## config.mk

```make
export PLATFORM = sky130hd
export DESIGN_NAME = tx_robbed_sig
export DESIGN_NICKNAME = d
export VERILOG_FILES = /design/src/rtl/rbs_pkg.sv /design/src/rtl/rbs_regfile.sv /design/src/rtl/rbs_frame_track.sv /design/src/rtl/rbs_inserter.sv /design/src/rtl/tx_robbed_sig.sv
export SDC_FILE = /design/constraint.sdc
export NUM_CORES = 1
export LEC_CHECK = 0
export BUFFER_PORTS_ARGS = -buffer_cell sky130_fd_sc_hd__buf_4
export CORE_UTILIZATION = 50
export DETAILED_ROUTE_END_ITERATION = 10
export PLACE_DENSITY = 0.67
export RECOVER_POWER = 100
export SYNTH_ARGS = -nofsm -noshare
export SYNTH_HDL_FRONTEND = slang
export SYNTH_SLANG_ARGS = --single-unit
```

## constraint.sdc

```tcl
create_clock -name clk -period 4.4 [get_ports clk]
set_input_delay 0.44 -clock clk [delete_from_list [all_inputs] [get_ports clk]]
set_output_delay 0.44 -clock clk [all_outputs]
set_load 0.01 [all_outputs]
```

## src/rtl/rbs_pkg.sv

```systemverilog
package rbs_pkg;
    localparam int CH_BITS    = 8;
    localparam int SBW        = 3;
    localparam int FRW        = 5;
    localparam int FRAMES_ESF = 24;
    localparam int FRAMES_D4  = 12;
    localparam int ROB_STRIDE = 6;
    localparam int GROUPS     = 4;

    typedef enum logic [1:0] {
        PH_HUNT   = 2'd0,
        PH_FIRST  = 2'd1,
        PH_SECOND = 2'd2
    } phase_e;
endpackage

```

## src/rtl/rbs_regfile.sv

```systemverilog
module rbs_regfile
    import rbs_pkg::*;
#(
    parameter int NUM_CH   = 24,
    parameter int NUM_REGS = NUM_CH * GROUPS / CH_BITS,
    parameter int AW       = $clog2(NUM_REGS + 1)
) (
    input  logic                       clk,
    input  logic                       rst_n,
    input  logic                       wr_en,
    input  logic [AW-1:0]              addr,
    input  logic [7:0]                 wr_data,
    output logic [7:0]                 rd_data,
    input  logic                       load,
    output logic [NUM_REGS*CH_BITS-1:0] bank_flat,
    output logic                       irq
);
    localparam int STATUS_ADDR = NUM_REGS;

    logic [7:0] regs_q [NUM_REGS];
    logic       irq_q;
    logic       clr;

    for (genvar r = 0; r < NUM_REGS; r++) begin : g_reg
        always_ff @(posedge clk) begin
            if (!rst_n) begin
                regs_q[r] <= '0;
            end else if (wr_en && int'(addr) == r) begin
                regs_q[r] <= wr_data;
            end
        end
        assign bank_flat[r*CH_BITS +: CH_BITS] = regs_q[r];
    end

    assign clr = wr_en && (int'(addr) == STATUS_ADDR) && wr_data[0];

    always_ff @(posedge clk) begin
        if (!rst_n) begin
            irq_q <= 1'b0;
        end else if (load) begin
            irq_q <= 1'b1;
        end else if (clr) begin
            irq_q <= 1'b0;
        end
    end

    always_comb begin
        rd_data = '0;
        if (int'(addr) < NUM_REGS) begin
            rd_data = regs_q[addr];
        end else if (int'(addr) == STATUS_ADDR) begin
            rd_data = {7'b0, irq_q};
        end
    end

    assign irq = irq_q;

    // a load always leaves the flag set
    p_irq_set_r8: assert property (@(posedge clk) disable iff (!rst_n)
        load |=> irq_q);

    // write-one-to-clear without a competing load empties the flag
    p_irq_clear_r8: assert property (@(posedge clk) disable iff (!rst_n)
        (wr_en && int'(addr) == STATUS_ADDR && wr_data[0] && !load) |=> !irq_q);
endmodule

```

## src/rtl/rbs_frame_track.sv

```systemverilog
module rbs_frame_track
    import rbs_pkg::*;
#(
    parameter int NUM_CH = 24,
    parameter int CHW    = $clog2(NUM_CH)
) (
    input  logic           clk,
    input  logic           rst_n,
    input  logic           d4_mode,
    input  logic           fsync,
    input  logic           msync,
    output logic           load,
    output logic           slot_rob,
    output logic [1:0]     grp,
    output logic [CHW-1:0] ch_idx
);
    phase_e           phase_q, phase_d;
    logic             fbit_q;
    logic [CHW-1:0]   ch_q;
    logic [SBW-1:0]   sb_q;
    logic [FRW-1:0]   frm_q;

    logic             locked, run, boundary;
    logic             cur_fbit;
    logic [FRW-1:0]   cur_frm, last_frm, frm_inc;
    logic [1:0]       quarter;

    assign locked   = (phase_q != PH_HUNT);
    assign run      = locked || msync;
    assign last_frm = d4_mode ? FRW'(FRAMES_D4 - 1) : FRW'(FRAMES_ESF - 1);
    assign frm_inc  = (frm_q >= last_frm) ? '0 : frm_q + 1'b1;

    // position of the bit presented in this cycle
    always_comb begin
        cur_fbit = fbit_q;
        cur_frm  = frm_q;
        if (msync) begin
            cur_fbit = 1'b1;
            cur_frm  = '0;
        end else if (locked && fsync && !fbit_q) begin
            cur_fbit = 1'b1;
            cur_frm  = frm_inc;
        end
    end

    assign boundary = run && cur_fbit && (cur_frm == '0);

    // bit, channel and frame counters
    always_ff @(posedge clk) begin
        if (!rst_n) begin
            fbit_q <= 1'b1;
            ch_q   <= '0;
            sb_q   <= '0;
            frm_q  <= '0;
        end else if (run) begin
            if (cur_fbit) begin
                fbit_q <= 1'b0;
                ch_q   <= '0;
                sb_q   <= '0;
                frm_q  <= cur_frm;
            end else if (sb_q == SBW'(CH_BITS - 1)) begin
                sb_q <= '0;
                if (ch_q == CHW'(NUM_CH - 1)) begin
                    ch_q   <= '0;
                    fbit_q <= 1'b1;
                    frm_q  <= frm_inc;
                end else begin
                    ch_q <= ch_q + 1'b1;
                end
            end else begin
                sb_q <= sb_q + 1'b1;
            end
        end
    end

    // phase state register
    always_ff @(posedge clk) begin
        if (!rst_n) begin
            phase_q <= PH_HUNT;
        end else begin
            phase_q <= phase_d;
        end
    end

    // next phase and load strobe
    always_comb begin
        phase_d = phase_q;
        load    = 1'b0;
        unique case (phase_q)
            PH_HUNT: begin
                if (msync) begin
                    phase_d = PH_FIRST;
                    load    = 1'b1;
                end
            end
            PH_FIRST: begin
                if (boundary) begin
                    if (d4_mode) begin
                        phase_d = PH_SECOND;
                    end else begin
                        load = 1'b1;
                    end
                end
            end
            PH_SECOND: begin
                if (boundary) begin
                    phase_d = PH_FIRST;
                    load    = 1'b1;
                end
            end
            default: begin
                phase_d = PH_HUNT;
            end
        endcase
    end

    // robbed slot selection
    assign quarter  = 2'(int'(cur_frm) / ROB_STRIDE);
    assign slot_rob = locked && !cur_fbit && (sb_q == SBW'(CH_BITS - 1))
                      && ((int'(cur_frm) % ROB_STRIDE) == ROB_STRIDE - 1);
    assign grp      = d4_mode ? {phase_q == PH_SECOND, quarter[0]} : quarter;
    assign ch_idx   = ch_q;

    // nothing is loaded or replaced while hunting
    p_hunt_quiet_r9: assert property (@(posedge clk) disable iff (!rst_n)
        (phase_q == PH_HUNT && !msync) |-> (!load && !slot_rob));

    // alignment, once gained, is kept until reset
    p_stay_locked_r9: assert property (@(posedge clk) disable iff (!rst_n)
        (phase_q != PH_HUNT) |=> (phase_q != PH_HUNT));

    // every load starts a first-half multiframe
    p_load_first_r6: assert property (@(posedge clk) disable iff (!rst_n)
        load |=> (phase_q == PH_FIRST));
endmodule

```

## src/rtl/rbs_inserter.sv

```systemverilog
module rbs_inserter
    import rbs_pkg::*;
#(
    parameter int NUM_CH = 24,
    parameter int CHW    = $clog2(NUM_CH)
) (
    input  logic                       clk,
    input  logic                       rst_n,
    input  logic                       load,
    input  logic [GROUPS*NUM_CH-1:0]   bank_flat,
    input  logic                       slot_rob,
    input  logic [1:0]                 grp,
    input  logic [CHW-1:0]             ch_idx,
    input  logic                       tx_en,
    input  logic                       ser_in,
    output logic                       ser_out
);
    localparam int SHW = GROUPS * NUM_CH;
    localparam int IW  = $clog2(SHW);

    logic [SHW-1:0] shadow_q;
    logic [IW-1:0]  sel;
    logic           sig_bit;

    always_ff @(posedge clk) begin
        if (!rst_n) begin
            shadow_q <= '0;
        end else if (load) begin
            shadow_q <= bank_flat;
        end
    end

    assign sel     = IW'(grp) * IW'(NUM_CH) + IW'(ch_idx);
    assign sig_bit = shadow_q[sel];

    always_ff @(posedge clk) begin
        if (!rst_n) begin
            ser_out <= 1'b0;
        end else begin
            ser_out <= (tx_en && slot_rob) ? sig_bit : ser_in;
        end
    end

    // with insertion disabled the stream is only delayed
    p_passthru_r7: assert property (@(posedge clk) disable iff (!rst_n)
        !tx_en |=> (ser_out == $past(ser_in)));

    // only robbed slots may differ from the input
    p_rob_only_r3: assert property (@(posedge clk) disable iff (!rst_n)
        !slot_rob |=> (ser_out == $past(ser_in)));
endmodule

```

## src/rtl/tx_robbed_sig.sv

```systemverilog
module tx_robbed_sig
    import rbs_pkg::*;
#(
    parameter int NUM_CH = 24,
    parameter int AW     = $clog2(NUM_CH * GROUPS / CH_BITS + 1)
) (
    input  logic          clk,
    input  logic          rst_n,
    input  logic          wr_en,
    input  logic [AW-1:0] addr,
    input  logic [7:0]    wr_data,
    output logic [7:0]    rd_data,
    input  logic          d4_mode,
    input  logic          tx_sig_en,
    input  logic          ser_in,
    input  logic          fsync,
    input  logic          msync,
    output logic          ser_out,
    output logic          mf_irq
);
    localparam int NUM_REGS = NUM_CH * GROUPS / CH_BITS;
    localparam int CHW      = $clog2(NUM_CH);

    logic                      load;
    logic                      slot_rob;
    logic [1:0]                grp;
    logic [CHW-1:0]            ch_idx;
    logic [GROUPS*NUM_CH-1:0]  bank_flat;

    rbs_regfile #(.NUM_CH(NUM_CH), .NUM_REGS(NUM_REGS), .AW(AW)) u_regs (
        .clk      (clk),
        .rst_n    (rst_n),
        .wr_en    (wr_en),
        .addr     (addr),
        .wr_data  (wr_data),
        .rd_data  (rd_data),
        .load     (load),
        .bank_flat(bank_flat),
        .irq      (mf_irq)
    );

    rbs_frame_track #(.NUM_CH(NUM_CH), .CHW(CHW)) u_track (
        .clk     (clk),
        .rst_n   (rst_n),
        .d4_mode (d4_mode),
        .fsync   (fsync),
        .msync   (msync),
        .load    (load),
        .slot_rob(slot_rob),
        .grp     (grp),
        .ch_idx  (ch_idx)
    );

    rbs_inserter #(.NUM_CH(NUM_CH), .CHW(CHW)) u_ins (
        .clk      (clk),
        .rst_n    (rst_n),
        .load     (load),
        .bank_flat(bank_flat),
        .slot_rob (slot_rob),
        .grp      (grp),
        .ch_idx   (ch_idx),
        .tx_en    (tx_sig_en),
        .ser_in   (ser_in),
        .ser_out  (ser_out)
    );
endmodule

```

# Yosys cells after proc, flatten, opt, wreduce, memory -nomap -nowiden
# Memory sizes are Yosys's and may differ from the RTL's. A register that Yosys moved wholly into a read port is not among the register bits.
# Index checks and enable logic that the tools add are counted.
# word_totals
regBits,18
latchBits,0
ramBits,96
romBits,0
in_bits,20
out_inout_bits,10
word_cells,182
mem_count,1
# memory_table
memory,depth,width,rd,rd_clocked_by_memory_dff,write_ports,line_no,source
u_regs.regs_q,12,8,13,12,12,rbs_regfile.sv:20,logic [7:0] regs_q [NUM_REGS];
# op_classes
addsub,4
n_mul,1
div,2
n_lt_le_gt_ge,3
eq_ne,21
shift,0
muxes,84
bitwise,12
n_reduce_logical,47
# op_table
operator,count
8-bit 2-to-1 mux,13
1-bit 2-to-1 mux,51
5-bit 2-to-1 mux,10
"6-bit by 4-bit divider with 32-bit output, second input constant",1
"32-bit by 4-bit equality test with 1-bit output, second input constant",1
"4-bit equality test, second input constant",8
"6-bit by 4-bit remainder unit with 32-bit output, second input constant",1
1-bit logical AND,22
1-bit zero test,14
"4-bit by 3-bit equality test with 1-bit output, second input constant",3
1-bit OR,12
"5-bit by 1-bit adder with 5-bit output, second input constant",2
2-bit 2-to-1 mux,5
"7-bit by 8-bit less-than comparator with 1-bit output, second input constant",1
2-bit nonzero test,4
7-bit by 5-bit adder with 7-bit output,1
1-bit binary-select mux with 7-bit select,1
3-bit 2-to-1 mux,2
2-bit case mux with 3 select lines,1
"5-bit equality test, second input constant",1
5-bit >= comparator,1
5-bit zero test,1
"4-bit by 2-bit equality test with 1-bit output, second input constant",1
4-bit zero test,1
14 further kinds,16

# Longest topological paths before layout
# Gate-level depths: netlist (run 1).
# depth
depth_word,12
mapped_depth,21
ltp_nobuf,21

# Hierarchy
# From an unflattened synthesis (run 1), not the netlist that was laid out.
# unflattened
hier_cells,894
area_unflattened_um2,10660.2
# modules_own_cells
mod,n_inst,cells_per_inst,area_per_inst_um2,seq_area_each_um2
rbs_inserter,1,396,4618.2,1941.9
rbs_regfile,1,302,4545.6,2902.8
rbs_frame_track,1,196,1496.4,320.3

# Worst setup path after synthesis (run 1)
# Ideal clock, no wire load.
# synth_path
path_type,input to register
from,input port d4_mode
to,register u_ins.ser_out
setup_ns,0.124
arrival_time_ns,4.113
required_time_ns,4.276
slack_ns,0.163
stages,20
path_buffers,0
cell_sequence,inv_1 > ha_1 > and3_1 > nand2b_1 > a41o_1 > o21ba_2 > ha_1 > nand3b_1 > nor3b_1 > o211a_1 > ha_1 > ha_1 > a21o_1 > nand2_1 > xnor2_1 > a21oi_1 > a211oi_1 > a211oi_1 > o21ai_0 > mux2i_1
# synth_between
elab_chain_len,12
elab_cells_between_ends,16
cone_classes,add/sub (1); mul (1); div (2); order compare (1); eq/ne (1); mux (8); reduce/logical (2)
# synth_lines
element,line_no,source
"start, declared",tx_robbed_sig.sv:13,"input logic d4_mode,"
5-bit 2-to-1 mux,rbs_frame_track.sv:30,assign last_frm = d4_mode ? FRW'(FRAMES_D4 - 1) : FRW'(FRAMES_ESF - 1);
5-bit >= comparator,rbs_frame_track.sv:31,assign frm_inc = (frm_q >= last_frm) ? '0 : frm_q + 1'b1;
5-bit 2-to-1 mux,rbs_frame_track.sv:31,
5-bit 2-to-1 mux,rbs_frame_track.sv:40,end else if (locked && fsync && !fbit_q) begin
5-bit 2-to-1 mux,rbs_frame_track.sv:37,if (msync) begin
6-bit by 4-bit divider with 32-bit output,rbs_frame_track.sv:118,assign quarter = 2'(int'(cur_frm) / ROB_STRIDE);
2-bit 2-to-1 mux,rbs_frame_track.sv:121,"assign grp = d4_mode ? {phase_q == PH_SECOND, quarter[0]} : quarter;"
2-bit by 2-bit multiplier with 4-bit output,rbs_inserter.sv:33,assign sel = IW'(grp) * IW'(NUM_CH) + IW'(ch_idx);
7-bit by 5-bit adder with 7-bit output,rbs_inserter.sv:33,
1-bit binary-select mux with 7-bit select,rbs_inserter.sv:34,assign sig_bit = shadow_q[sel];
1-bit 2-to-1 mux (implied by the code),rbs_inserter.sv:34,
1-bit 2-to-1 mux (*),rbs_inserter.sv:40,ser_out <= (tx_en && slot_rob) ? sig_bit : ser_in;
"end signal, assigned",rbs_inserter.sv:40,
"end, declared",rbs_inserter.sv:16,output logic ser_out
# Every way passes the cells marked *; elsewhere a longest branch is shown, timed or not. The select of a mux whose other input is x is not followed.
# A chain may end at the register's enable or synchronous reset.

# Worst setup path after layout (run 1)
# layout_path
from,register u_track.frm_q[3]
to,register u_ins.ser_out
# layout_between
elab_chain_len,11
elab_cells_between_ends,16
cone_classes,add/sub (2); mul (1); div (2); order compare (1); eq/ne (1); mux (7); reduce/logical (2)
# layout_lines
element,line_no,source
"start, declared",rbs_frame_track.sv:21,logic [FRW-1:0] frm_q;
"start signal, assigned",rbs_frame_track.sv:60,frm_q <= cur_frm;
"start signal, assigned",rbs_frame_track.sv:66,frm_q <= frm_inc;
5-bit by 1-bit adder with 5-bit output / 5-bit >= comparator (equally long branches),rbs_frame_track.sv:31,
5-bit 2-to-1 mux,rbs_frame_track.sv:31,
5-bit 2-to-1 mux (*),rbs_frame_track.sv:40,
5-bit 2-to-1 mux (*),rbs_frame_track.sv:37,
6-bit by 4-bit divider with 32-bit output,rbs_frame_track.sv:118,
2-bit 2-to-1 mux,rbs_frame_track.sv:121,
2-bit by 2-bit multiplier with 4-bit output,rbs_inserter.sv:33,
7-bit by 5-bit adder with 7-bit output,rbs_inserter.sv:33,
1-bit binary-select mux with 7-bit select,rbs_inserter.sv:34,
1-bit 2-to-1 mux (implied by the code),rbs_inserter.sv:34,
1-bit 2-to-1 mux (*),rbs_inserter.sv:40,
# Marked as above.

==> results of run 1 <==
## cells by family (layout without fill, tap and decap cells)
kind of cell               count (synthesis)  after routing  synth area share
AOI/OAI and AO/OA                        184            184             0.129
xor gates and xnor gates                   8              8           0.00680
adders and majority gates                 14             14            0.0177
buffers and inverters                     75            103            0.0332
DFF                                      210            210             0.501
muxes                                     62             62             0.122
and+or+nand+nor                          408            408             0.190
## cells in the final DEF, fill, tap and decap left out, types with 3 or more instances in the layout
cell type,Yosys,final
ha_1,13,11
clkbuf_4,0,4
nor3_1,5,5
nor2_1,30,29
or2_2,3,4
o21ai_0,18,18
nand4_1,4,4
nand3b_1,5,5
nand2b_1,7,7
and2_0,0,60
a22oi_1,11,11
xnor2_1,6,5
mux4_2,51,51
clkbuf_8,0,5
buf_4,3,30
a21boi_0,58,95
nor3b_1,3,3
clkbuf_1,38,24
dfxtp_1,114,113
nor2b_1,9,9
o31ai_1,3,3
o22ai_1,9,9
and2_1,100,39
nand2_1,219,219
nand3_1,7,7
a21oi_1,15,15
o21a_1,6,6
a211oi_1,3,3
clkbuf_16,0,24
inv_1,10,10
edfxtp_1,96,96
mux2i_1,11,11
## per-stage QoR
stage          power, uW  hold slack [ps]  setup slack, ps  TNS [ps]
2_1_floorplan       2710              432              163         0
3_3_place_gp        2910              439             53.3         0
3_5_place_dp        2920              442            -56.8     -56.8
4_1_cts             4800              211              143         0
5_1_grt             4930              240            -12.5     -12.5
6_report            4760              220              300         0
## layer usage
layer / up-vias / routed length (um) / GRT usage
met1: 3521 / 11500 / 0.361
met4: 0 / 582 / 0.0642
met3: 36 / 1630 / 0.0307
li1: 3431 / - / -
met5: - / 0 / 0
met2: 233 / 11000 / 0.368
## registers in the layout (all words and copies together) (netlist names)
register / flops
u_track.sb_q: 3
u_regs.irq: 1
u_track.fbit_q: 1
u_track.frm_q: 5
u_track.phase_q: 2
u_ins.ser_out: 1
u_track.ch_idx: 5
u_regs.regs_q: 96
u_ins.shadow_q: 96
## worst max path at each step
stage	from	endpoint	slack [ps]	cells past startpoint
after floorplan	d4_mode	u_ins.ser_out$_SDFF_PN0_	160	20
after detailed placement	d4_mode	u_ins.ser_out$_SDFF_PN0_	-60	21
final	u_track.frm_q[3]$_SDFFE_PN0P_	u_ins.ser_out$_SDFF_PN0_	300	19
after global routing	u_track.frm_q[3]$_SDFFE_PN0P_	u_ins.ser_out$_SDFF_PN0_	-10	19
after global placement	d4_mode	u_ins.ser_out$_SDFF_PN0_	50	20
after CTS	u_track.frm_q[4]$_SDFFE_PN0P_	u_ins.ser_out$_SDFF_PN0_	140	19
## power groups by stage
stage               Sequential, uW  Clock (uW)  Combinational, uW
floorplan                     2270           0                445
global placement              2320           0                585
detailed placement            2330           0                592
CTS                           2290        1920                594
global route                  2300        2000                629
finish                        2290        1900                570
## what timing repair did
| action | 4_1_cts | 5_1_grt |
|---|---|---|
| endpoints found under the setup margin | 0 | 1 |
| resized for setup | 0 | 7 |
| buffers inserted | 0 | 0 |
## layout make-up
type                    instances  area (um2)  share of cell area
clock inverters                 4        42.5             0.00372
clock buffers                  37         707              0.0618
multi-input cells             676        4820               0.421
flip-flops and latches        210        5170               0.451
repair buffers                 51         328              0.0286
inverters                      11        41.3             0.00361
well taps                     270         338              0.0295
## critical path: cells and delay by family, from the launching register on
family,cells,cell delay [ps]
and+or+nand+nor,4,510
DFF,1,360
xor gates and xnor gates,1,270
adders and majority gates,4,1160
muxes,1,80
AOI/OAI and AO/OA,9,1620
==> flow_summary_export.csv, run 1 <==
group,metric,value,unit
critical_path,cp.arrival,4480,ps
job,cap_violations,1,
route,drt.antenna.violating_nets,0,
synth,ys.flop_type,"dfxtp_1",
status,violations,"max-capacitance violations, max-slew violations",
placed_design,place_area,0.0108,mm2
floorplan,rows,52,
min_path,hold_class,"in -> reg",
floorplan,io-pin-count,30,
clock_tree,cts-root-buf,"clkbuf_16",
critical_path,reg2regPathDepth,19,
critical_path,worst_r2r_endpoint,"u_ins.ser_out$_SDFF_PN0_",
pwr,p_leak,0.00408,uW
pwr,power.switching,1190,uW
clock_tree,cts_sinks,210,
synth,synth.net_count,995,
critical_path,r2r_start,"u_track.frm_q[3]$_SDFFE_PN0P_",
synth,avgSynthCellArea,10.7,um2
critical_path,crit_slowest_cell,"o31ai_1",
synth,synth_top_area_frac,0.280,
layout,fill_cells,1758,
pwr,power_frac_seq,0.481,
critical_path,r2r_setup_slack,300,ps
critical_path,cp-end-kind,"register",
route,wire_per_inst,19.6,um
critical_path,required,4780,ps
sta,fin_crit,4100,ps
sta,final-hold-violation-count,0,
sta,setup_violations,0,
critical_path,startpoint_type,"register",
synth,synth.area.top_cells,"edfxtp_1 28%, dfxtp_1 22%, mux4_2 11%",
route,post-route-drc-count,0,
sta,max_slew_margin,-0.393,
layout,drive_gt1_frac,0.140,
critical_path,crit_top_cell,"ha_1",
min_path,worstHoldStart,"ser_in",
sta,slew_violations,29,
pwr,peakVddDrop,0.321,mV
route,vias,7221,
pwr,pwr-share-comb,0.120,
clock_tree,clk_latency,500,ps
synth,ys_seq_area_frac,0.501,
synth,synth_top_area_cell,"edfxtp_1",
pwr,p_int,3570,uW
clock_tree,cts_tree,"built",
clock_tree,clockBufferDepth,3,
pwr,power_density,416,mW/mm2
critical_path,cp_max_fo,5,
synth,yosys_warnings,0,
floorplan,core_area,0.0202,mm2
critical_path,critical_path_class,"reg -> reg",
route,dr.pass1.iters,5,
clock_tree,hold_buffers,0,
global_routing,antenna_found_initial,0,
synth,synth-seq-cells,210,
sta,tightest_slew,2090,ps
global_routing,grt-ovfl-total,0,
global_routing,grt_pass1_vias,6974,
global_routing,grt_pass1_wl,39600,um
layout,nets,1007,
status,status,"finished with violations",
placed_design,place_inst,1218,
critical_path,slowest_delay,410,ps
min_path,hold-path-cell-count,3,
global_routing,grt.total_usage,0.240,
route,drt_iter0_markers,688,
placed_design,gp_congestion,0.905,
floorplan,die_h,146,um
synth,syn_area,0.0103,mm2
layout,stdcell_count,1259,
min_path,hold_end,"u_ins.ser_out$_SDFF_PN0_",
synth,synth_commonest_cells,"219 x nand2_1, 114 x dfxtp_1, 100 x and2_1",
pwr,switching_share,0.250,
placed_design,portBuffers,29,
floorplan,die_area,0.0212,mm2
clock_tree,numCtsBuffers,23,
pwr,clockPowerShare,0.399,
placed_design,hpwl,16800,um
clock_tree,path_clk_slew,60,ps
floorplan,die_w,146,um
sta,max_freq,244,MHz
synth,synth_edf_count,96,
route,wirelength,24700,um
layout,area_delta_synth_final,11.1,%
sta,min_period_over_period,0.932,
layout,antenna_cells,0,
global_routing,grt_max_degree,98,
clock_tree,htreeDepth,1,
critical_path,path_cells,"ha_1 -> and3_4 -> nand2b_1 -> a41o_1 -> o21ba_2 -> ha_1 -> nand3b_1 -> a22oi_1 -> o31ai_1 -> ha_4 -> ha_1 -> a21o_1 -> nand2_1 -> xnor2_2 -> a21oi_1 -> a211oi_1 -> a211oi_1 -> o21ai_0 -> mux2i_1",
layout,fin_util,0.566,
synth,synth_most_common_cell,"nand2_1",
synth,syn-instance-count,961,
floorplan,start_util,0.509,
synth,synth.distinct_cells,62,
layout,design_area,0.0114,mm2
route,vias_per_cell,5.74,
sta,clock-skew-final,11.8,ps
synth,async_reset_ff_frac,0,
(Power assumes the default switching activity.)
==> run 2, diff against run 1 <==
ABC_AREA = 1   (was not set)
BUFFER_PORTS_ARGS = -buffer_cell sky130_fd_sc_hd__buf_2   (was -buffer_cell sky130_fd_sc_hd__buf_4)
clock period = 3.3 ns   (was 4.4 ns; I/O delays follow)
==> flow_summary_export.csv, run 2 <==
group,metric,value,unit
sta,setup_violations,1,
synth,synth-adder-area-share,0.0186,
sta,tns,-293,ps
sta,min_period_over_period,1.09,
layout,layout_commonest_cell,"nor2_1",
synth,ys.flop_type,"dfxtp_1",
sta,hold_ws,181,ps
layout,antenna_cells,0,
clock_tree,numCtsBuffers,23,
layout,area_delta_synth_final,15.4,%
synth,synth_top_area_frac,0.293,
job,cap_violations,0,
synth,synth.net_count,1217,
global_routing,grt_pass1_vias,7900,
pwr,peakVddDrop,0.457,mV
critical_path,cp_max_fo,4,
clock_tree,clockBufferDepth,3,
floorplan,die_area,0.0202,mm2
clock_tree,cts_tree,"built",
critical_path,startpoint_type,"register",
critical_path,cp-end-kind,"register",
synth,synth-seq-cells,210,
clock_tree,clk_latency,500,ps
status,status,"finished with violations",
floorplan,core_area,0.0190,mm2
placed_design,hpwl,18700,um
sta,slew_violations,0,
floorplan,die_h,142,um
global_routing,grt_max_degree,88,
synth,synth_top_family_by_area,"simple AND/OR/NAND/NOR gates",
floorplan,rows,50,
clock_tree,cts-root-buf,"clkbuf_16",
min_path,hold_class,"in -> reg",
sta,worst_slack,-293,ps
synth,synth_compound_area_frac,0.182,
synth,ys_seq_area_frac,0.526,
placed_design,place_area,0.0105,mm2
synth,syn_area,0.00983,mm2
floorplan,die_w,142,um
synth,synth_commonest_cells,"333 x nor2_1, 160 x o21ai_0, 114 x dfxtp_1",
synth,synth_edf_count,96,
route,wire_per_inst,18.8,um
clock_tree,hold_buffers,0,
synth,synth.distinct_cells,46,
synth,avgSynthCellArea,8.31,um2
critical_path,cp.arrival,3980,ps
sta,max_slew_margin,0.0301,
global_routing,grt-ovfl-total,0,
sta,max_freq,278,MHz
sta,tightest_slew,1450,ps
layout,nets,1271,
synth,synth_top_area_cell,"edfxtp_1",
clock_tree,htreeDepth,1,
synth,syn-instance-count,1183,
layout,drive_gt1_frac,0.130,
layout,top_regs,"u_ins.shadow_q (96), u_regs.regs_q (96)",
synth,yosys_warnings,0,
critical_path,critical_path_class,"reg -> reg",
route,post-route-drc-count,0,
synth,synthMuxAreaShare,0,
route,vias,8714,
synth,synth_most_common_cell,"nor2_1",
floorplan,io-pin-count,30,
sta,rsz0062_at_grt,"true",
sta,fin_crit,3590,ps
synth,yosys.area_share.xor_xnor,0.00178,
clock_tree,cts_sinks,210,
pwr,power_density,820,mW/mm2
sta,clock-skew-final,15.7,ps
layout,final_cell_mix,"330 x nor2_1, 163 x o21ai_0, 111 x dfxtp_1, 96 x edfxtp_1, 83 x nand2_1",
layout,design_area,0.0113,mm2
route,dr.pass1.iters,5,
layout,fill_cells,1710,
status,violations,"negative setup slack",
sta,final-hold-violation-count,0,
pwr,p_leak,0.00459,uW
floorplan,start_util,0.518,
synth,yosys.area_share.simple,0.207,
route,vias_per_cell,5.76,
synth,async_reset_ff_frac,0,
route,drt_iter0_markers,1077,
placed_design,gp_congestion,0.908,
placed_design,portBuffers,29,
critical_path,required,3690,ps
synth,synth.area.top_cells,"edfxtp_1 29%, dfxtp_1 23%, nor2_1 13%",
global_routing,grt_pass1_wl,43900,um
route,drt.antenna.violating_nets,0,
global_routing,grt.total_usage,0.284,
route,wirelength,28500,um
global_routing,antenna_found_initial,0,
clock_tree,path_clk_slew,60,ps
[run 2: changes by cell type after synthesis, sizes merged, moves of 68 or more]
cell    delta
a21boi    -97
inv       +68
o21ai    +151
nand2    -126
and2     -100
nor2     +305
[run 2: layer usage]
layer,track usage,part of all wire,vias up
met4,0.0922,0.026,0
met3,0.0262,0.084,59
met5,0,0,-
li1,-,-,4126
met2,0.436,0.45,403
met1,0.421,0.44,4126
[run 2: through the flow]
stage / utilization / std cells / total power (uW) / setup WS [ps]
floorplan: - / 1183 / 5780 / -205
global placement: 0.552 / 1457 / 6550 / -508
detailed placement: 0.552 / 1457 / 6600 / -620
CTS: 0.602 / 1512 / 9300 / -211
global route: 0.598 / 1513 / 9820 / -474
finish: 0.598 / 1513 / 9300 / -293
[run 2: worst max-delay path, stage by stage (launching register included)]
cell      delay, ps
dfxtp_2         330
ha_4            230
nand2_2          70
nor2_2           50
nor2_2          130
nand2_2         110
nor2_4          120
nor2_4           50
nor2_4          110
ha_4            210
nand3b_1        160
nand2_2         150
nand2_2          90
nand3_2         100
nand3_2          70
a21oi_2         120
nand2_2         100
ha_4            280
fa_2            470
inv_2           110
nand3_2          70
nand3_2          70
nand2_1          50
nand2_1          50
nand2_1          50
nor2_1           80
nor2_1           40
[run 2: cell type report]
class | count | area (um2) | area share
Multi-Input combinational cell | 822 | 4170 | 0.368
Clock buffer | 28 | 614 | 0.0542
Timing Repair Buffer | 97 | 613 | 0.0541
Sequential cell | 210 | 5170 | 0.456
Inverter | 83 | 324 | 0.0286
Tap cell | 260 | 325 | 0.0287
Clock inverter | 13 | 119 | 0.0105
[run 2: repair_timing]
action                                  in CTS  in global routing
pin swaps                                   18                  6
endpoints found under the setup margin       1                  1
setup buffers                               14                  1
resized for setup                           25                  3
[run 2: logic make-up (layout without fill, tap and decap cells)]
family	after synthesis	after routing
AOI/OAI and AO/OA	311	311
xor gates and xnor gates	2	2
adders and majority gates	14	14
buffers and inverters	151	221
DFF	210	210
and+or+nand+nor	495	495
[run 2: power by group]
group          internal, uW  switching, uW  total, uW
logic                  1070           1970       3040
clock network          1480           1040       2510
registers              3400            347       3740
[run 2: final timing paths]
| kind | start | to | slack, ps | depth (start not counted) |
|---|---|---|---|---|
| setup / recovery | u_track.frm_q[3]$_SDFFE_PN0P_ | u_ins.ser_out$_SDFF_PN0_ | -290 | 26 |
| hold / removal | ser_in | u_ins.ser_out$_SDFF_PN0_ | 180 | 5 |
| setup reg to reg | u_track.frm_q[3]$_SDFFE_PN0P_ | u_ins.ser_out$_SDFF_PN0_ | -290 | 26 |
| hold reg to reg | u_ins.shadow_q[94]$_SDFFE_PN0P_ | u_ins.shadow_q[94]$_SDFFE_PN0P_ | 450 | 2 |
==> run 3, diff against run 2 <==
==> constraint.sdc (replaced) <==
create_clock -name clk -period 3.3 [get_ports clk]
set_input_delay 0.165 -clock clk [delete_from_list [all_inputs] [get_ports clk]]
set_output_delay 0.165 -clock clk [all_outputs]
set_load 0.01 [all_outputs]
==> flow_summary_export.csv, run 3 (synthesis results as in run 2) <==
group,metric,value,unit
status,status,"finished with violations",
status,violations,"negative setup slack",
floorplan,die_h,142,um
min_path,hold-path-cell-count,5,
global_routing,grt_pass1_vias,7886,
clock_tree,htreeDepth,1,
pwr,pwr-share-comb,0.321,
layout,area_delta_synth_final,14.8,%
critical_path,cp_max_fo,4,
layout,stdcell_count,1508,
job,cap_violations,0,
layout,drive_gt1_frac,0.124,
clock_tree,clockBufferDepth,3,
placed_design,portBuffers,29,
sta,clock-skew-final,12.6,ps
critical_path,worst_r2r_endpoint,"u_ins.ser_out$_SDFF_PN0_",
sta,max_slew_margin,0.408,
layout,antenna_cells,0,
global_routing,grt-ovfl-total,0,
floorplan,rows,50,
critical_path,r2r_start,"u_track.frm_q[4]$_SDFFE_PN0P_",
sta,tightest_slew,888,ps
route,wirelength,28000,um
clock_tree,path_clk_slew,70,ps
min_path,hold_class,"in -> reg",
floorplan,die_w,142,um
sta,rsz0062_at_grt,"true",
sta,max_freq,277,MHz
clock_tree,clk_latency,500,ps
sta,setup_violations,1,
pwr,clockPowerShare,0.270,
critical_path,startpoint_type,"register",
route,wire_per_inst,18.5,um
critical_path,cp.arrival,4010,ps
pwr,p_int,5850,uW
layout,fill_cells,1756,
critical_path,required,3700,ps
critical_path,critical_path_class,"reg -> reg",
pwr,power.switching,3290,uW
route,vias_per_cell,5.74,
placed_design,hpwl,18400,um
clock_tree,cts_sinks,210,
layout,regArea,0.00517,mm2
placed_design,place_inst,1456,
floorplan,io-pin-count,30,
route,post-route-drc-count,0,
global_routing,grt_pass1_wl,43400,um
layout,final_cell_mix,"329 x nor2_1, 163 x o21ai_0, 112 x dfxtp_1, 96 x edfxtp_1, 81 x nand2_1",
min_path,worstHoldStart,"ser_in",
route,dr.pass1.iters,5,
sta,fin_crit,3610,ps
critical_path,cp-end-kind,"register",
sta,hold_ws,5.18,ps
global_routing,grt.total_usage,0.281,
floorplan,start_util,0.518,
critical_path,r2r_setup_slack,-310,ps
sta,min_period_over_period,1.09,
pwr,switching_share,0.360,
layout,top_regs,"u_ins.shadow_q (96), u_regs.regs_q (96)",
layout,fin_util,0.595,
global_routing,grt_max_degree,107,
sta,worst_slack,-308,ps
clock_tree,cts-root-buf,"clkbuf_16",
layout,nets,1266,
clock_tree,numCtsBuffers,23,
critical_path,reg2regPathDepth,26,
pwr,p_leak,0.00458,uW
route,drt_iter0_markers,826,
placed_design,gp_congestion,0.915,
global_routing,antenna_found_initial,0,
clock_tree,cts_tree,"built",
route,vias,8650,
route,drt.antenna.violating_nets,0,
layout,layout_commonest_cell,"nor2_1",
sta,slew_violations,0,
min_path,hold_end,"u_ins.ser_out$_SDFF_PN0_",
pwr,peakVddDrop,0.573,mV
floorplan,die_area,0.0202,mm2
sta,final-hold-violation-count,0,
floorplan,core_area,0.0190,mm2
pwr,power_frac_seq,0.409,
layout,multi_input_area,0.00420,mm2
pwr,power_density,810,mW/mm2
==> run 3: cell count changes in the layout (fill, tap and decap cells not counted), sizes merged <==
cell | before | now
buf | 71 | 65
clkbuf | 54 | 59
clkinvlp | 6 | 1
inv | 79 | 80
==> run 3: what timing repair did <==
| action | CTS | global route |
|---|---|---|
| buffers inserted | 9 | 2 |
| gates cloned | 0 | 0 |
| pin swaps | 26 | 15 |
| setup endpoints to repair | 1 | 1 |
| gates resized for setup | 27 | 12 |
| hold buffers | 0 | 0 |
==> run 3: per-stage QoR <==
step / TNS (ps) / power [uW] / area, um2 / worst slack (ps)
after floorplan: -197 / 5770 / 9840 / -197
after global placement: -379 / 6500 / 10400 / -379
after detailed placement: -453 / 6560 / 10400 / -453
after CTS: -213 / 9150 / 11300 / -213
after global routing: -531 / 9690 / 11300 / -531
final: -308 / 9140 / 11300 / -308
==> run 3: power by group through the flow <==
stage,Combinational [uW],Sequential [uW],Clock [uW]
floorplan,2090,3680,0
global placement,2740,3760,0
detailed placement,2790,3760,0
CTS,2930,3730,2500
global route,3290,3800,2600
finish,2930,3740,2470
==> run 3: final cells by class <==
type | instances | area share
clock inverters | 9 | 0.00876
well taps | 260 | 0.0288
inverters | 83 | 0.0283
repair buffers | 92 | 0.0501
clock buffers | 32 | 0.0540
flip-flops and latches | 210 | 0.458
multi-input cells | 822 | 0.372
==> run 3: critical path: stages, from the launching register on <==
cell,delay [ps]
dfxtp_2,330
ha_4,250
nand2_4,60
nor2_1,50
nor2_2,120
nand2_2,100
o21ai_2,160
nand2_2,100
inv_4,70
ha_4,180
nand3b_1,160
nand2_2,160
nand2_2,100
nand3_2,80
nand3_2,80
a21oi_2,120
nand2_2,110
ha_4,290
fa_2,470
inv_2,110
nand3_2,60
nand3_2,70
nand2_1,60
nand2_1,60
nand2_1,50
nor2_1,80
nor2_1,40
==> run 3: worst max path at each step <==
stage	startpoint	endpoint	slack (ps)	cells past startpoint
finish	u_track.frm_q[4]$_SDFFE_PN0P_	u_ins.ser_out$_SDFF_PN0_	-310	26
global route	u_track.frm_q[4]$_SDFFE_PN0P_	u_ins.ser_out$_SDFF_PN0_	-530	26
CTS	u_track.frm_q[4]$_SDFFE_PN0P_	u_ins.ser_out$_SDFF_PN0_	-210	26
detailed placement	d4_mode	u_ins.ser_out$_SDFF_PN0_	-450	28
global placement	d4_mode	u_ins.ser_out$_SDFF_PN0_	-380	28
floorplan	u_track.frm_q[4]$_SDFFE_PN0P_	u_ins.ser_out$_SDFF_PN0_	-200	26
==> run 3: per-layer routing <==
metal / track usage / vias to the layer above / wire, um
met4: 0.0792 / 0 / 690
met1: 0.407 / 4092 / 12200
met5: 0 / - / 0
li1: - / 4126 / -
met3: 0.0310 / 52 / 2220
met2: 0.443 / 380 / 12800
